==> src/rtl/iova_walker.sv <==
module iova_walker #(
  parameter int VA_W   = 32,
  parameter int OFF_W  = 12,
  parameter int IDX_W  = 10,
  parameter int PTE_W  = 32,
  parameter int BASE_W = 27,
  parameter int TLB_N  = 8,
  parameter int PA_W   = PTE_W + OFF_W
) (
  input  logic             clk,
  input  logic             rst_n,
  input  logic             req_valid,
  output logic             req_ready,
  input  logic [VA_W-1:0]  req_iova,
  output logic             rsp_valid,
  output logic [PA_W-1:0]  rsp_pa,
  output logic             mem_req,
  output logic [PA_W-1:0]  mem_addr,
  input  logic             mem_rvalid,
  input  logic [PTE_W-1:0] mem_rdata,
  input  logic             cfg_we,
  input  logic             cfg_sel,
  input  logic [31:0]      cfg_wdata
);
  localparam int VPN_W = VA_W - OFF_W;
  localparam int PTR_W = (TLB_N > 1) ? $clog2(TLB_N) : 1;

  typedef enum logic [1:0] {S_IDLE, S_L1, S_L2} st_t;

  st_t               st;
  logic [BASE_W-1:0] base_q;
  logic [VA_W-1:0]   va_q;
  logic              drop;
  logic [VPN_W-1:0]  tlb_tag [TLB_N];
  logic [PTE_W-1:0]  tlb_pfn [TLB_N];
  logic [TLB_N-1:0]  tlb_vld;
  logic [PTR_W-1:0]  rr;

  logic              hit;
  logic [PTE_W-1:0]  hit_pfn;

  wire [VPN_W-1:0] req_vpn = req_iova[VA_W-1:OFF_W];
  wire [IDX_W-1:0] req_l1  = req_iova[VA_W-1:OFF_W+IDX_W];
  wire [IDX_W-1:0] q_l2    = va_q[OFF_W+IDX_W-1:OFF_W];
  wire             accept  = req_valid && req_ready;
  wire             flush   = cfg_we && cfg_sel && (cfg_wdata == 32'd1);
  wire             fill    = (st == S_L2) && mem_rvalid && !drop && !flush;

  wire [PA_W-1:0] l1_addr = PA_W'({base_q, {OFF_W{1'b0}}}) + PA_W'({req_l1, 2'b00});
  wire [PA_W-1:0] l2_addr = PA_W'({mem_rdata, {OFF_W{1'b0}}}) + PA_W'({q_l2, 2'b00});

  assign req_ready = (st == S_IDLE);

  always_comb begin
    hit = 1'b0;
    hit_pfn = '0;
    for (int i = 0; i < TLB_N; i++) begin
      if (tlb_vld[i] && tlb_tag[i] == req_vpn) begin
        hit = 1'b1;
        hit_pfn = tlb_pfn[i];
      end
    end
  end

  always_ff @(posedge clk) begin
    if (!rst_n) begin
      st        <= S_IDLE;
      base_q    <= '0;
      va_q      <= '0;
      drop      <= 1'b0;
      tlb_vld   <= '0;
      rr        <= '0;
      rsp_valid <= 1'b0;
      rsp_pa    <= '0;
      mem_req   <= 1'b0;
      mem_addr  <= '0;
    end else begin
      rsp_valid <= 1'b0;
      if (cfg_we && !cfg_sel) base_q <= cfg_wdata[BASE_W-1:0];
      if (flush && st != S_IDLE) drop <= 1'b1;
      case (st)
        S_IDLE: if (accept) begin
          if (hit) begin
            rsp_valid <= 1'b1;
            rsp_pa    <= {hit_pfn, req_iova[OFF_W-1:0]};
          end else begin
            va_q     <= req_iova;
            drop     <= 1'b0;
            mem_req  <= 1'b1;
            mem_addr <= l1_addr;
            st       <= S_L1;
          end
        end
        S_L1: if (mem_rvalid) begin
          mem_addr <= l2_addr;
          st       <= S_L2;
        end
        S_L2: if (mem_rvalid) begin
          mem_req   <= 1'b0;
          rsp_valid <= 1'b1;
          rsp_pa    <= {mem_rdata, va_q[OFF_W-1:0]};
          st        <= S_IDLE;
          if (fill) begin
            tlb_vld[rr] <= 1'b1;
            rr <= (rr == PTR_W'(TLB_N - 1)) ? '0 : rr + 1'b1;
          end
        end
        default: st <= S_IDLE;
      endcase
      if (flush) tlb_vld <= '0;
    end
  end

  always_ff @(posedge clk) begin
    if (fill) begin
      tlb_tag[rr] <= va_q[VA_W-1:OFF_W];
      tlb_pfn[rr] <= mem_rdata;
    end
  end
endmodule

==> config.mk <==
export PLATFORM = sky130hd
export DESIGN_NAME = iova_walker
export DESIGN_NICKNAME = d
export VERILOG_FILES = /design/src/rtl/iova_walker.sv
export SDC_FILE = /design/constraint.sdc
export NUM_CORES = 1
export LEC_CHECK = 0
export CORE_ASPECT_RATIO = 0.8
export CORE_UTILIZATION = 40
export DETAILED_ROUTE_END_ITERATION = 16
export GPL_TIMING_DRIVEN = 0
export RECOVER_POWER = 50
export SETUP_SLACK_MARGIN = 0.5
export SKIP_CTS_REPAIR_TIMING = 1
export SLEW_MARGIN = 20
export SYNTH_ARGS = -nofsm -noshare
export SYNTH_HDL_FRONTEND = slang
export SYNTH_SLANG_ARGS = --single-unit
export TNS_END_PERCENT = 100
==> constraint.sdc <==
create_clock -name clk -period 8.35 [get_ports clk]
set_input_delay 1.67 -clock clk [delete_from_list [all_inputs] [get_ports clk]]
set_output_delay 1.67 -clock clk [all_outputs]
set_load 0.02 [all_outputs]
==> metrics, run 1 <==
status=complete, no violations; Max VDD drop=0.192 mV; largest net degree at the start of global routing=22; Power Total=6.17 mW; core area=0.0573 mm^2; Netlist Area Pre-Place=0.0234 mm^2; post-synth cell types=57; clk sinks=577; WP buf/inv=7; Chip Height=218 um; routability congestion estimate=0.803; Layout Utilization=49.7%; Synth Flop Type=edfxtp_1; CTS buffer count=57; adder-cell area share of the yosys netlist=0.107%; max layer used=met5; Post-DP Area=0.0266 mm^2; simple-gate share of the synthesized area=7.88%; Worst-Margin Slew=1050 ps; Synth async-reset ratio=0%; grt ovf=0; Non-Filler Instances=2770; P_leak=10.8 nW; Avg Vias per Cell=5.54; setup TNS=0 ps; max-capacitance violation count=0; average instance area after synthesis=13.9 um^2; All-Layer GR Usage=23.1%; Synth Instances=1685; Ports=193; Post-Synth XOR/XNOR Area=5.98%; largest family of logic cells by synthesized area=compound AO/OA/AOI/OAI gates; residual DRC count=0; Site Rows=78; initial antenna violation count=3; Worst setup EP type=flip-flop; Worst Hold Class=reg2reg; WL/cell=24.9 um; Hold Slack=457 ps; Final Cycle Share=59.0%; Yosys reg bits=577; H-tree depth=2; final hold violations=0; final count of negative-setup-slack endpoints=0; max frequency=203 MHz; Max-slew headroom=30.1%; clock latency on the worst-skew pair=640 ps; min cycle time layout=4930 ps; cell family with the largest share of critical-path delay=simple AND/OR/NAND/NOR gates; First-pass DRT Iterations=6; Ys Warns=0; Iter 0 DRT Violations=1443; Pwr Density=217 mW/mm^2; Bufs on Longest Clock Path=3; post-synthesis compound-gate area fraction=11.9%; Non-Filler Cell Area, Final=0.0285 mm^2; max incr delay on CP=650 ps; most used cell, CP=buf_6; crit-path max FO=8; Final WS setup=3420 ps; Routed Antenna Nets=0; Reg clk slew, reported paths=60 ps; post-synthesis sequential area ratio=67.1%; worst-path cell chain=dlygate4sd3_1 -> nor4bb_1 -> nand3_1 -> nor3_1 -> or3_1 -> clkbuf_1 -> or2_2 -> nor3_1 -> buf_4 -> buf_6 -> buf_6 -> buf_4 -> buf_6; EDFF count, synth=416; initial core utilization=40.9%; Nets=2065; detailed-route via count=15.3k; CTS tree=done; kind of critical path=in2reg; die area=0.0595 mm^2; first-pass GRT wire length=101000 um; Critical Path Source Type=input pin; met3 wire length=6490 um; Routed Wire Length=69000 um; mux contribution to synthesized area=4.32%; WP data required=8680 ps; Crit-path slowest cell=nor3_1; critical path arrival=5250 ps; CTS root buf=clkbuf_16; wire length on met1=30900 um; Place WS=3030 ps; DP HPWL=48100 um; RSZ-0062 raised after global routing=no; vias in the first global route=15.2k; Final Max Tran Viols=0; Inst Count DP=2662; IO Port Bufs=170; Worst Clk Skew=30.7 ps; Die X=273 um; Layout area overhead=21.5%; DR WL met2=30200 um; share of layout cells above drive strength 1=9.61%
path summary, 6_finish.rpt:
check,startpoint,to,slack [ps],depth (start not counted)
hold reg to reg,tlb_vld[3],tlb_vld[3],460,1
hold / removal,tlb_vld[3],tlb_vld[3],460,1
setup reg to reg,st[1],tlb_pfn[0][14],4460,12
setup / recovery,cfg_we,tlb_pfn[0][14],3420,13
area by class of cell:
type	instances	area (um^2)
buffer	125	633
tap	760	951
multi-input combinational	983	7110
inverter	1	3.75
fill	4883	28800
clock inverter	29	269
clock buffer	78	1620
timing repair buffer	216	2160
sequential	577	15700
antenna	1	2.50
synth_stat cells, drive strengths merged, types with 30 or more instances:
master	instances	share of area, %
nor4	31	0.92
o211a	51	2.2
mux2i	101	4.3
a2bb2oi	32	1.3
nand2	129	2.1
dfxtp	161	14
nor2b	40	1.1
xnor2	68	2.5
buf	51	1.5
xor2	92	3.4
o21ai	96	2.1
nor2	44	0.72
clkbuf	74	1.2
a21boi	33	1.1
edfxtp	416	53
nand3	33	0.70
and3	33	0.88
a22o	30	1.1
a221oi	61	2.3
o31a	31	1.2
where the power goes:
part / leakage (nW) / switching (mW) / internal, mW / total (mW)
sequential: 5.16 / 0.0526 / 3.12 / 3.17
clock: 0.916 / 1.10 / 1.48 / 2.58
combinational: 4.68 / 0.251 / 0.169 / 0.420
state kept, by name, indices dropped and copies added (netlist names):
signal	flops
drop	1
tlb_tag	160
tlb_pfn	256
base_q	27
tlb_vld	8
va_q	32
rsp_pa	44
mem_addr	42
st	2
rsp_valid	1
mem_req	1
rr	3
metal layers:
| layer | up-vias | global-route usage [%] |
|---|---|---|
| met4 | 2 | 5.81 |
| li1 | 6930 | - |
| met1 | 7695 | 33.8 |
| met3 | 84 | 5.13 |
| met2 | 632 | 34.6 |
| met5 | - | 0 |
cells by family (layout without fill, tap and decap cells):
kind of cell    count (synthesis)  after routing
buf+inv                       126            449
simple gates                  362            362
mux                           101            101
other cells                     1              3
flops                         577            577
compound gates                356            356
fa+ha+maj                       2              2
xor+xnor                      160            160
cells in the final DEF, fill, tap and decap left out, types with 21 or more instances in the layout:
cell	netlist	routed
xnor2_1	68	68
and3_1	33	33
xor2_1	92	92
clkbuf_16	0	59
clkbuf_1	74	86
a221oi_1	61	61
edfxtp_1	416	416
nand3_1	33	33
o31a_1	31	31
nor2_1	43	41
a21boi_0	28	28
buf_6	9	21
dfxtp_1	161	161
o21ai_0	96	96
buf_2	23	23
nor4_1	29	29
nor2b_1	40	40
dlygate4sd3_1	0	123
mux2i_1	101	101
clkdlybuf4s50_1	0	47
a22o_1	30	30
nand2_1	129	129
o211a_1	51	51
buf_4	18	48
a2bb2oi_1	31	31
No activity file was read; power rests on OpenSTA's default activity.
==> inputs of run 2 (changes only) <==
==> constraint.sdc (replaced) <==
create_clock -name clk -period 4.8 [get_ports clk]
set_input_delay 0.96 -clock clk [delete_from_list [all_inputs] [get_ports clk]]
set_output_delay 0.96 -clock clk [all_outputs]
set_load 0.02 [all_outputs]
==> run 2 against run 1 <==
Net effect:
- combinational power grew 73%
- clock skew fell by 10 ps
- first-iteration DRC count decreased by 0.28%
- worst setup slack got worse by 2500 ps
- register-to-register slack worse by 3200 ps
- largest power group unchanged
- highest routed layer unchanged
- critical path type unchanged
- routed wire length down 1.0%
- die area unchanged
- via count hardly changed
==> metrics, run 2 (synthesis results as in run 1) <==
status=complete, no violations; Routed Wire Length=68300 um (-1.0%); Net Sw Frac=22.7% (-0.11 points); clock latency on the worst-skew pair=620 ps (-20 ps); Most flops, register=tlb_pfn; Reg clk slew, reported paths=60 ps (about the same); Final Max Tran Viols=0 (unchanged); most used cell, CP=nor3_1; commonest non-fill, non-tap cell in the layout=edfxtp_1; max incr delay on CP=800 ps (+150 ps); critical register-to-register path startpoint=tlb_tag[4][17]; Site Rows=78 (unchanged); commonest non-fill, non-tap cells in the layout=edfxtp_1 (416), dfxtp_1 (161), nand2_1 (129); CTS root buf=clkbuf_16; Max VDD drop=0.296 mV (+54%); Worst Hold Class=reg2reg; crit-path max FO=13 (+5); core area=0.0573 mm^2 (unchanged); Iter 0 DRT Violations=1439 (-0.28%); Ports=193 (unchanged); max frequency=259 MHz; Final Cycle Share=80.5%; share of layout cells above drive strength 1=9.17% (-0.43 points); RSZ-0062 raised after global routing=no; Crit-path slowest cell=nor3_1; Pwr Density=382 mW/mm^2 (+76%); hold path startpoint=tlb_vld[1]; CTS buffer count=58 (+1.8%); Avg Vias per Cell=5.57 (+0.48%); Max-slew headroom=35.5% (+5.4 points); first-pass GRT wire length=99900 um (-0.91%); detailed-route via count=15.3k (-0.026%); die area=0.0595 mm^2 (unchanged); WP data required=5120 ps (-3560 ps); Die X=273 um (unchanged); clk sinks=577 (unchanged); Worst Clk Skew=20.5 ps (-10.2 ps); largest net degree at the start of global routing=24 (+9.1%); sequential share of power=50.6% (-0.7 points); H-tree depth=2 (unchanged); Worst-Margin Slew=960 ps (-86.1 ps); P_leak=10.7 nW (-0.27%); First-pass DRT Iterations=7 (+1); initial core utilization=40.9% (unchanged); CP Launch Point=cfg_wdata[0]; DP HPWL=47100 um (-1.9%); Worst setup EP type=flip-flop; max reg flops=256 (unchanged); kind of critical path=in2reg; WL/cell=24.8 um (-0.50%); Critical Path Source Type=input pin; Chip Height=218 um (unchanged); Internal Power=8.43 mW (+77%); Inst Count DP=2646 (-0.60%); combinational share of power=6.7% (about the same); final count of negative-setup-slack endpoints=0 (unchanged); final hold violations=0 (unchanged); worst-path cell chain=dlygate4sd3_1 -> nor4b_1 -> nand4_1 -> nor3_1 -> or3_1 -> clkbuf_1 -> or2_0 -> nor3_1 -> buf_8 -> buf_6; Non-Filler Instances=2756 (-0.51%); Power Total=10.9 mW (+77%); max-capacitance violation count=0 (unchanged); Layout area overhead=21.9%; min cycle time layout=3870 ps; grt ovf=0 (unchanged); NetSw=2.47 mW (+76%); initial antenna violation count=3 (unchanged); Largest regs=tlb_pfn: 256 flops, tlb_tag: 160 flops, rsp_pa: 44 flops; All-Layer GR Usage=22.9% (-0.19 points); Bufs on Longest Clock Path=3 (unchanged); Fill cells=4887 (+0.082%); Nets=2050 (-0.73%); IO Port Bufs=170 (unchanged); critical path arrival=4180 ps (-1070 ps); residual DRC count=0 (unchanged); vias in the first global route=15.2k (-0.053%); CTS tree=done; routability congestion estimate=0.819 (+2.0%); Routed Antenna Nets=0 (unchanged); clock power share=42.8% (+1.0 points)
run 2: cell types whose count changed in the layout (fill, tap and decap cells not counted), sizes merged:
cell | before | now
dlygate4sd3 | 123 | 122
clkbuf | 152 | 148
clkinvlp | 3 | 4
clkdlybuf4s50 | 47 | 48
bufinv | 4 | 7
buf | 97 | 81
clkinv | 21 | 23
run 2: power by group through the flow:
stage	logic, mW	registers (mW)	clock network, mW
3_3_place_gp	0.733	5.62	0
2_1_floorplan	0.342	5.63	0
5_1_grt	0.779	5.52	4.91
4_1_cts	0.751	5.51	4.71
6_report	0.727	5.51	4.66
3_5_place_dp	0.747	5.62	0
run 2: layer usage:
metal	global-route usage [%]	routed length (um)	vias to the layer above	share of wire (%)
li1	-	-	6913	-
met1	33.4	31000	7694	45
met2	34.3	29900	637	44
met3	4.81	5780	93	8.5
met4	6.67	1590	2	2.3
met5	0	10	-	0.015
run 2: stage by stage:
| step | utilization (%) | worst slack (ps) | TNS [ps] | hold slack [ps] | cell area [um^2] |
|---|---|---|---|---|---|
| 2_1_floorplan | - | 251 | 0 | 432 | 23500 |
| 3_3_place_gp | 45.6 | -2300 | -624680 | 441 | 26100 |
| 3_5_place_dp | 46.4 | 420 | 0 | 445 | 26600 |
| 4_1_cts | 49.9 | 1090 | 0 | 459 | 28600 |
| 5_1_grt | 49.9 | 796 | 0 | 484 | 28600 |
| 6_report | 49.9 | 935 | 0 | 456 | 28600 |
run 2: area by class of cell:
class / instances / area (um^2) / area share [%]
clock inverter: 35 / 375 / 1.31
buffer: 125 / 633 / 2.22
clock buffer: 74 / 1580 / 5.55
multi-input combinational: 983 / 7150 / 25.0
antenna: 1 / 2.50 / 0.00876
tap: 760 / 951 / 3.33
inverter: 1 / 3.75 / 0.0131
sequential: 577 / 15700 / 55.0
timing repair buffer: 200 / 2140 / 7.50
run 2: worst paths after layout:
kind,slack [ps],end,cells after the start
max,930,tlb_pfn[0][11],10
min,460,tlb_vld[1],1
max reg2reg,1250,rsp_pa[20],10
min reg2reg,460,tlb_vld[1],1
run 2: critical path, delay by kind of cell:
kind,cells,cell delay (ps)
simple gates,6,1950
buf+inv,4,1260
